$ cat config.mk
export PLATFORM = sky130hd
export DESIGN_NAME = gtimer64
export DESIGN_NICKNAME = d
export VERILOG_FILES = /design/src/rtl/gtimer64_pkg.sv /design/src/rtl/gtimer64_count.sv /design/src/rtl/gtimer64_match.sv /design/src/rtl/gtimer64.sv
export SDC_FILE = /design/constraint.sdc
export NUM_CORES = 1
export LEC_CHECK = 0
export BUFFER_PORTS_ARGS = -buffer_cell sky130_fd_sc_hd__buf_2
export CORE_ASPECT_RATIO = 0.7
export CORE_UTILIZATION = 63
export CTS_CLUSTER_DIAMETER = 100
export DETAILED_ROUTE_END_ITERATION = 6
export HOLD_SLACK_MARGIN = 0.02
export PLACE_DENSITY = 0.82
export SYNTH_ARGS = -nofsm -noshare
export SYNTH_HDL_FRONTEND = slang
export SYNTH_SLANG_ARGS = --single-unit
$ cat constraint.sdc
create_clock -name clk -period 3.62 [get_ports clk]
set_input_delay 0.362 -clock clk [delete_from_list [all_inputs] [get_ports clk]]
set_output_delay 0.362 -clock clk [all_outputs]
set_load 0.05 [all_outputs]
$ cat src/rtl/gtimer64_pkg.sv
package gtimer64_pkg;

  // Byte offsets of the software-visible registers
  localparam int OFS_CNT_LO = 'h00;
  localparam int OFS_CNT_HI = 'h04;
  localparam int OFS_CTRL   = 'h08;
  localparam int OFS_STAT   = 'h0C;
  localparam int OFS_CMP_LO = 'h10;
  localparam int OFS_CMP_HI = 'h14;
  localparam int OFS_STEP   = 'h18;

  localparam int CTRL_W = 4;

  // Control word, bit 3 down to bit 0
  typedef struct packed {
    logic auto_inc;   // bit 3
    logic irq_en;     // bit 2
    logic match_en;   // bit 1
    logic run;        // bit 0
  } ctrl_t;

endpackage

$ cat src/rtl/gtimer64_count.sv
module gtimer64_count #(
  parameter int WORD_W  = 32,
  parameter int N_WORDS = 2,
  localparam int CNT_W  = WORD_W * N_WORDS
) (
  input  logic               clk,
  input  logic               rst_n,
  input  logic               run,
  input  logic [N_WORDS-1:0] load,
  input  logic [WORD_W-1:0]  wdata,
  output logic [CNT_W-1:0]   count
);

  function automatic logic [CNT_W-1:0] bump(input logic [CNT_W-1:0] v);
    return v + CNT_W'(1);
  endfunction

  logic [CNT_W-1:0] advanced;
  logic [CNT_W-1:0] count_d;

  assign advanced = run ? bump(count) : count;

  // Per-word load path; a word not loaded follows the advanced value
  for (genvar w = 0; w < N_WORDS; w++) begin : g_word
    assign count_d[w*WORD_W +: WORD_W] = load[w] ? wdata : advanced[w*WORD_W +: WORD_W];
  end

  always_ff @(posedge clk or negedge rst_n) begin
    if (!rst_n) count <= '0;
    else        count <= count_d;
  end


  count_step_chk: assert property (@(posedge clk) disable iff (!rst_n)
    (run && load == '0) |=> (count == $past(count) + CNT_W'(1)));


  count_hold_chk: assert property (@(posedge clk) disable iff (!rst_n)
    (!run && load == '0) |=> $stable(count));

endmodule

$ cat src/rtl/gtimer64_match.sv
module gtimer64_match #(
  parameter int WORD_W  = 32,
  parameter int N_WORDS = 2,
  localparam int CNT_W  = WORD_W * N_WORDS
) (
  input  logic               clk,
  input  logic               rst_n,
  input  logic               armed,
  input  logic               auto_inc,
  input  logic [CNT_W-1:0]   count,
  input  logic [N_WORDS-1:0] cmp_load,
  input  logic               step_load,
  input  logic [WORD_W-1:0]  wdata,
  output logic [CNT_W-1:0]   cmp,
  output logic [WORD_W-1:0]  step,
  output logic               hit
);

  function automatic logic reached(input logic [CNT_W-1:0] c, input logic [CNT_W-1:0] t);
    return c >= t;
  endfunction

  function automatic logic [CNT_W-1:0] advance(input logic [CNT_W-1:0] t, input logic [WORD_W-1:0] s);
    return t + CNT_W'(s);
  endfunction

  logic             level;
  logic             level_q;
  logic [CNT_W-1:0] cmp_next;
  logic [CNT_W-1:0] cmp_d;

  assign level    = armed && reached(count, cmp);
  assign hit      = level && !level_q;
  assign cmp_next = (hit && auto_inc) ? advance(cmp, step) : cmp;

  // A software write to a comparator word takes precedence over the advance
  for (genvar w = 0; w < N_WORDS; w++) begin : g_word
    assign cmp_d[w*WORD_W +: WORD_W] = cmp_load[w] ? wdata : cmp_next[w*WORD_W +: WORD_W];
  end

  always_ff @(posedge clk or negedge rst_n) begin
    if (!rst_n) begin
      level_q <= 1'b0;
      cmp     <= '0;
      step    <= '0;
    end else begin
      level_q <= level;
      cmp     <= cmp_d;
      if (step_load) step <= wdata;
    end
  end


  cmp_advance_chk: assert property (@(posedge clk) disable iff (!rst_n)
    (hit && auto_inc && cmp_load == '0) |=> (cmp == $past(cmp) + CNT_W'($past(step))));

endmodule

$ cat src/rtl/gtimer64.sv
module gtimer64
  import gtimer64_pkg::*;
#(
  parameter int WORD_W = 32,
  parameter int ADDR_W = 5
) (
  input  logic              clk,
  input  logic              rst_n,
  input  logic [ADDR_W-1:0] bus_addr,
  input  logic              bus_we,
  input  logic [WORD_W-1:0] bus_wdata,
  output logic [WORD_W-1:0] bus_rdata,
  output logic              irq
);

  localparam int N_WORDS = 2;
  localparam int CNT_W   = WORD_W * N_WORDS;

  localparam logic [ADDR_W-1:0] A_CNT_LO = ADDR_W'(OFS_CNT_LO);
  localparam logic [ADDR_W-1:0] A_CNT_HI = ADDR_W'(OFS_CNT_HI);
  localparam logic [ADDR_W-1:0] A_CTRL   = ADDR_W'(OFS_CTRL);
  localparam logic [ADDR_W-1:0] A_STAT   = ADDR_W'(OFS_STAT);
  localparam logic [ADDR_W-1:0] A_CMP_LO = ADDR_W'(OFS_CMP_LO);
  localparam logic [ADDR_W-1:0] A_CMP_HI = ADDR_W'(OFS_CMP_HI);
  localparam logic [ADDR_W-1:0] A_STEP   = ADDR_W'(OFS_STEP);

  ctrl_t              ctrl_q;
  logic               flag_q;
  logic [CNT_W-1:0]   count;
  logic [CNT_W-1:0]   cmp;
  logic [WORD_W-1:0]  step;
  logic               match_hit;
  logic [N_WORDS-1:0] cnt_load;
  logic [N_WORDS-1:0] cmp_load;
  logic               step_load;
  logic               ctrl_load;
  logic               clr_req;

  // Register decode; count words are frozen against writes while running
  assign cnt_load  = {bus_we && bus_addr == A_CNT_HI, bus_we && bus_addr == A_CNT_LO}
                     & {N_WORDS{!ctrl_q.run}};
  assign cmp_load  = {bus_we && bus_addr == A_CMP_HI, bus_we && bus_addr == A_CMP_LO};
  assign step_load = bus_we && bus_addr == A_STEP;
  assign ctrl_load = bus_we && bus_addr == A_CTRL;
  assign clr_req   = bus_we && bus_addr == A_STAT && bus_wdata[0];

  gtimer64_count #(.WORD_W(WORD_W), .N_WORDS(N_WORDS)) u_count (
    .clk   (clk),
    .rst_n (rst_n),
    .run   (ctrl_q.run),
    .load  (cnt_load),
    .wdata (bus_wdata),
    .count (count)
  );

  gtimer64_match #(.WORD_W(WORD_W), .N_WORDS(N_WORDS)) u_match (
    .clk       (clk),
    .rst_n     (rst_n),
    .armed     (ctrl_q.run && ctrl_q.match_en),
    .auto_inc  (ctrl_q.auto_inc),
    .count     (count),
    .cmp_load  (cmp_load),
    .step_load (step_load),
    .wdata     (bus_wdata),
    .cmp       (cmp),
    .step      (step),
    .hit       (match_hit)
  );

  always_ff @(posedge clk or negedge rst_n) begin
    if (!rst_n) begin
      ctrl_q <= '0;
      flag_q <= 1'b0;
    end else begin
      if (ctrl_load) ctrl_q <= ctrl_t'(bus_wdata[CTRL_W-1:0]);
      if (match_hit)    flag_q <= 1'b1;
      else if (clr_req) flag_q <= 1'b0;
    end
  end

  assign irq = flag_q && ctrl_q.irq_en;

  always_comb begin
    unique case (bus_addr)
      A_CNT_LO: bus_rdata = count[WORD_W-1:0];
      A_CNT_HI: bus_rdata = count[CNT_W-1:WORD_W];
      A_CTRL:   bus_rdata = {{(WORD_W-CTRL_W){1'b0}}, ctrl_q};
      A_STAT:   bus_rdata = {{(WORD_W-1){1'b0}}, flag_q};
      A_CMP_LO: bus_rdata = cmp[WORD_W-1:0];
      A_CMP_HI: bus_rdata = cmp[CNT_W-1:WORD_W];
      A_STEP:   bus_rdata = step;
      default:  bus_rdata = '0;
    endcase
  end


  flag_set_chk: assert property (@(posedge clk) disable iff (!rst_n)
    match_hit |=> flag_q);


  flag_clear_chk: assert property (@(posedge clk) disable iff (!rst_n)
    (clr_req && !match_hit) |=> !flag_q);

endmodule

==> qor.yml, run 1 <==
peakVddDrop_uv: 455.5
place_congestion: 1.015
synth_cell_types: 73
power.density_nw_per_um2: 679.0
maxCapViolCount: 0
worstMarginPinSlew_ns: 0.8951
clockRootBuffer: "clkbuf_16"
dr.pass1.iters: 7
drv_slew: 0
setup_tns_ns: 0
syn_nets: 1690
drc_errors: 3
synthCells: 1552
synth_ff_type: "dfrtp_1"
antenna_cells: 0
max_freq_mhz: 283.9
ys_top_cells_by_area: "dfrtp_1 32%, ha_1 9.3%, mux2i_1 6.9%"
fp-row-count: 43
wl_um: 44660
cts_tree: "done"
via_per_inst: 6.872
drt_iter0_drc: 1878
hold_class: "input pin to register"
cts_sinks: 166
grt_max_degree: 89
fp.dieH_um: 122.2
area_growth_pct: 13.45
io_pins: 73
crit_type: "register to register"
ys.warnings.count: 0
cp.required_ns: 3.95
clk_pin_slew_ns: 0.07
grt_pass1_vias: 12380
finClkSkew_ns: 0.01240
grt_pass1_wl_um: 69000
dp_hpwl_um: 33250
synth_area_um2: 13010
drive_gt1_frac: 0.1565
numCtsBuffers: 17
crit_arrival_ns: 3.85
dp_slack_ns: 0.02338
cp_max_fo: 7
nNetsFinal: 1793
postPlaceCellArea_um2: 14060
hold_viol_final: 0
ys_ff_latch: 166
clock_latency_ns: 0.45
portBuffers: 72
antenna_left: 0
crit_path_start_kind: "register"
critical-path-max-stage-delay_ns: 0.53
final.period_utilization: 0.9729
overflow: 0
path_cells: "ha_1 -> nand2b_1 -> a2111oi_1 -> o311ai_1 -> a2111o_1 -> a2111o_1 -> o211a_4 -> and2b_2 -> nand4_1 -> xnor2_1 -> o21ai_0"
setup_viol_count_final: 0
critPathCaptureType: "register"
period_needed_ns: 3.522
avgSynthCellArea_um2: 8.383
slew_headroom: 0.4033
antenna_found_initial: 1
fin_area_um2: 14760
p_total_mw: 10.02
cp_slowest_cell: "a2111o_1"
p_leak_nw: 6.572
wl_per_cell_um: 23.04
vias: 13320
violations: "design-rule violations"
start_util: 0.6500
grt.total_usage: 0.4243
synth_top_area_share: 0.3193
yosysTopAreaCell: "dfrtp_1"
synth-async-reset-ratio: 1.000
fp.dieW_um: 173.8
synth_edf_count: 0
hold-worst-slack_ns: 0.2166
cp_common_cell: "a2111o_1"
outcome: "finished, violations left"
core_area_um2: 20010
cts.path.max_buffers: 2
h-tree-depth: 4
worst_slack_ns: 0.09803
ys_seq_area_frac: 0.3193
die-area_um2: 21240
synth_stat cells, drive strengths merged (29+ instances only):
cell	count
inv	85
clkbuf	56
nand3	56
a211oi	29
nand2	144
o21ai	122
nand4	49
nor3	36
ha	97
nor2	148
mux2i	90
mux2	37
a21oi	132
dfrtp	166
xnor2	55
worst paths after layout:
path | startpoint | to | slack, ns | cells past startpoint
max in group asynchronous | rst_n | u_count.count[19] | 2.17 | 3
worst min-delay path | bus_wdata[30] | u_match.cmp[62] | 0.22 | 3
worst max register to register | u_match.cmp[0] | u_match.cmp[41] | 0.1 | 11
worst max-delay path | u_match.cmp[0] | u_match.cmp[41] | 0.1 | 11
min in group asynchronous | rst_n | u_match.cmp[22] | 0.53 | 2
worst min register to register | ctrl_q[2] | ctrl_q[2] | 0.53 | 1
registers in the layout (all words and copies together) (netlist names):
signal,flops
ctrl_q,4
flag_q,1
u_count.count,64
u_match.cmp,64
u_match.level_q,1
u_match.step,32
worst max-delay path: cells and delay by family, from the launching register on:
| kind | cells | cell delay (ns) |
|---|---|---|
| flops | 1 | 0.41 |
| compound gates | 6 | 2.00 |
| fa+ha+maj | 1 | 0.28 |
| xor+xnor | 1 | 0.13 |
| simple gates | 3 | 0.60 |
final cells by class:
class                      count  area, µm²
multi-input combinational   1230       8342
fill                        1530       5255
sequential                   166       4155
timing repair buffer         154       1010
clock buffer                  19      442.9
tap                          270      337.8
inverter                      86      322.8
clock inverter                13      148.9
layout by cell type, fill, tap and decap left out, drive strengths merged, types with 49 or more instances in the layout:
master / instances
a21oi: 132
buf: 153
dfrtp: 166
ha: 97
inv: 88
mux2i: 90
nand2: 144
nand3: 56
nand4: 49
nor2: 148
o21ai: 122
xnor2: 55
what timing repair did:
item,4_1_cts,5_1_grt
endpoints found under the setup margin,0,58
hold buffers,1,0
setup buffers,0,2
hold endpoints to repair,3,0
resized for setup,0,13
power breakdown:
| part | switching (mW) | internal (mW) | total [mW] |
|---|---|---|---|
| clock | 0.851 | 1.04 | 1.89 |
| sequential | 0.577 | 2.35 | 2.93 |
| combinational | 3.10 | 2.10 | 5.20 |
metal layers:
metal | track usage | wire [µm] | vias to the layer above | part of all wire
li1 | - | - | 5882 | -
met1 | 0.5753 | 17920 | 6331 | 0.40
met2 | 0.6310 | 18740 | 910 | 0.42
met3 | 0.1103 | 5442 | 192 | 0.12
met4 | 0.2133 | 2541 | 2 | 0.057
met5 | 0 | 13 | - | 0.00029
stage by stage:
stage | std cells | util
global route | 1938 | 0.7374
global placement | 1902 | 0.7024
detailed placement | 1902 | 0.7024
floorplan | 1552 | -
CTS | 1935 | 0.7325
finish | 1938 | 0.7374
cell families after synthesis:
group                    after synthesis  share of synthesized area
AO/OA/AOI/OAI                        415                     0.1978
AND/OR/NAND/NOR                      525                     0.1958
XOR/XNOR                              63                    0.04241
multiplexers                         128                     0.1030
adder cells (fa/ha/maj)               98                    0.09483
buffers and inverters                157                    0.04684
flip-flops                           166                     0.3193
No activity file was read; power rests on OpenSTA's default activity.
==> inputs of run 2 (changes only) <==
--- a/config.mk
+++ b/config.mk
@@ -11,6 +11,7 @@
 export CTS_CLUSTER_DIAMETER = 100
 export DETAILED_ROUTE_END_ITERATION = 6
 export HOLD_SLACK_MARGIN = 0.02
+export MAX_ROUTING_LAYER = met4
 export PLACE_DENSITY = 0.82
 export SYNTH_ARGS = -nofsm -noshare
 export SYNTH_HDL_FRONTEND = slang
==> qor.yml, run 2 (synthesized netlist as in run 1, its figures left out) <==
outcome: "finished, violations left"
violations: "negative hold slack"
seq_area_um2: 4156  # about the same
drt_iter0_drc: 1781  # -5.2%
reg2reg_setup_slack_ns: 0.11  # about the same
fin_area_um2: 14730  # -0.21%
hold_class: "input pin to asynchronous set/reset pin"
cp.required_ns: 3.91  # -0.04 ns
crit_arrival_ns: 3.80  # -0.05 ns
dp_hpwl_um: 33420  # +0.52%
hold-worst-slack_ns: -0.03351  # -0.2501 ns
h-tree-depth: 4  # unchanged
grt_max_degree: 86  # -3.4%
place_congestion: 0.9944  # -2.0%
critical-path-max-stage-delay_ns: 0.56  # +0.03 ns
path_cells: "inv_1 -> ha_1 -> nand4_1 -> or4_4 -> or3b_1 -> nor4_2 -> a2111o_1 -> o211a_4 -> and2b_4 -> nand4_1 -> xnor2_1 -> o21ai_0"
slew_headroom: 0.3434  # -0.05992
drv_slew: 0  # unchanged
power.density_nw_per_um2: 679.0  # about the same
dr.pass1.iters: 6  # -1
fillers: 1568  # +2.5%
grt_pass1_vias: 12320  # -0.49%
layout_common_cells: "164 x dfrtp_1, 148 x nor2_1, 143 x nand2_1"
grt_pass1_wl_um: 68700  # -0.44%
crit_type: "register to register"
wl_per_cell_um: 23.00  # -0.18%
portBuffers: 72  # unchanged
cts_sinks: 166  # unchanged
peakVddDrop_uv: 383.8  # -16%
final.period_utilization: 0.9708  # -0.002087
p_leak_nw: 6.587  # +0.23%
core_area_um2: 20010  # unchanged
postPlaceCellArea_um2: 14060  # unchanged
start_util: 0.6500  # unchanged
clockRootBuffer: "clkbuf_16"
nNetsFinal: 1790  # -0.17%
cp_slowest_cell: "or4_4"
final_common_cell: "dfrtp_1"
io_pins: 73  # unchanged
vias: 13150  # -1.3%
cp_max_fo: 7  # unchanged
antenna_found_initial: 1  # unchanged
numCtsBuffers: 17  # unchanged
maxCapViolCount: 0  # unchanged
wl_um: 44480  # -0.39%
die-area_um2: 21240  # unchanged
worstMarginPinSlew_ns: 0.9775  # +0.08236 ns
drive_gt1_frac: 0.1533  # -0.003137
clock_latency_ns: 0.44  # about the same
final_core_util: 0.7359  # -0.001563
hold_viol_final: 11  # +11
multi_input_area_um2: 8325  # -0.20%
overflow: 0  # unchanged
cts.path.max_buffers: 2  # unchanged
reg_top3: "u_count.count (64), u_match.cmp (64), u_match.step (32)"
fp.dieH_um: 122.2  # unchanged
hold_buffers: 0  # -1
cp_common_cell: "nand4_1"
startpoint: "u_match.cmp[55]"
finClkSkew_ns: 0.008662  # -0.003742 ns
setup_tns_ns: 0  # unchanged
fp-row-count: 43  # unchanged
rr_worst_depth: 12  # +1
setup_viol_count_final: 0  # unchanged
grt.total_usage: 0.4348  # +0.01054
cts_tree: "done"
drc_errors: 0  # -3
period_needed_ns: 3.514  # -0.007554 ns
critPathCaptureType: "register"
clk_pin_slew_ns: 0.06  # about the same
area_growth_pct: 13.20
fp.dieW_um: 173.8  # unchanged
antenna_left: 0  # unchanged
reg2reg_from: "u_match.cmp[55]"
dp.cells: 1902  # unchanged
layoutNonFillerInstCount: 1934  # -0.21%
worst_r2r_endpoint: "u_match.cmp[41]"
crit_path_start_kind: "register"
post_cts_buffers: 0  # unchanged
max_freq_mhz: 284.5  # +0.21%
via_per_inst: 6.799  # -1.1%
run 2: cell count changes in the layout (fill, tap and decap cells not counted), sizes merged:
cell,change
clkinv,+1
dlygate4sd3,-1
diode,+1
bufinv,+1
buf,-2
clkinvlp,-4
clkbuf,+3
inv,-3
run 2: how the worst max path moves through the flow:
stage / to / slack [ns]
floorplan: u_match.cmp[59] / 0.47
global placement: u_match.cmp[54] / 0.07
detailed placement: u_match.cmp[58] / 0.01
CTS: u_match.cmp[51] / 0.06
global route: u_match.cmp[52] / -0.009
finish: u_match.cmp[41] / 0.11
run 2: cell type report:
cell class | count | area share
Antenna cell | 1 | 0.0001699
Clock buffer | 22 | 0.03220
Clock inverter | 8 | 0.008410
Inverter | 86 | 0.02192
Multi-Input combinational cell | 1230 | 0.5653
Sequential cell | 166 | 0.2822
Tap cell | 270 | 0.02294
Timing Repair Buffer | 151 | 0.06686
run 2: worst max-delay path: cells and delay by family, from the launching register on:
family / cells / cell delay [ns]
AOI/OAI and AO/OA: 3 / 0.58
xor gates and xnor gates: 1 / 0.19
adders and majority gates: 1 / 0.31
buffers and inverters: 1 / 0.09
DFF: 1 / 0.40
and+or+nand+nor: 6 / 1.78
run 2: repair_timing:
item | CTS | global route
pin swaps | 0 | 3
endpoints found under the setup margin | 7 | 29
resized for setup | 1 | 10
gates cloned | 0 | 1
run 2: routing by layer:
metal / track usage / routed length (µm) / up-vias
li1: - / - / 5875
met1: 0.5689 / 18240 / 6293
met2: 0.6470 / 19130 / 830
met3: 0.1066 / 5251 / 151
met4: 0.1820 / 1859 / 0
met5: - / 0 / -
run 2: power by group:
part | internal (mW) | total [mW] | switching, mW
combinational | 2.09 | 5.16 | 3.07
clock | 1.13 | 1.92 | 0.790
sequential | 2.35 | 2.92 | 0.567
total | 5.58 | 10.0 | 4.42
run 2: through the flow:
stage / hold slack, ns / total power, mW / setup WS (ns)
floorplan: 0.06641 / 6.278 / 0.4671
global placement: 0.4850 / 7.663 / 0.07277
detailed placement: 0.4809 / 7.849 / 0.009563
CTS: 0.02252 / 9.800 / 0.06273
global route: 0.03656 / 10.61 / -0.009431
finish: -0.03351 / 10.00 / 0.1056
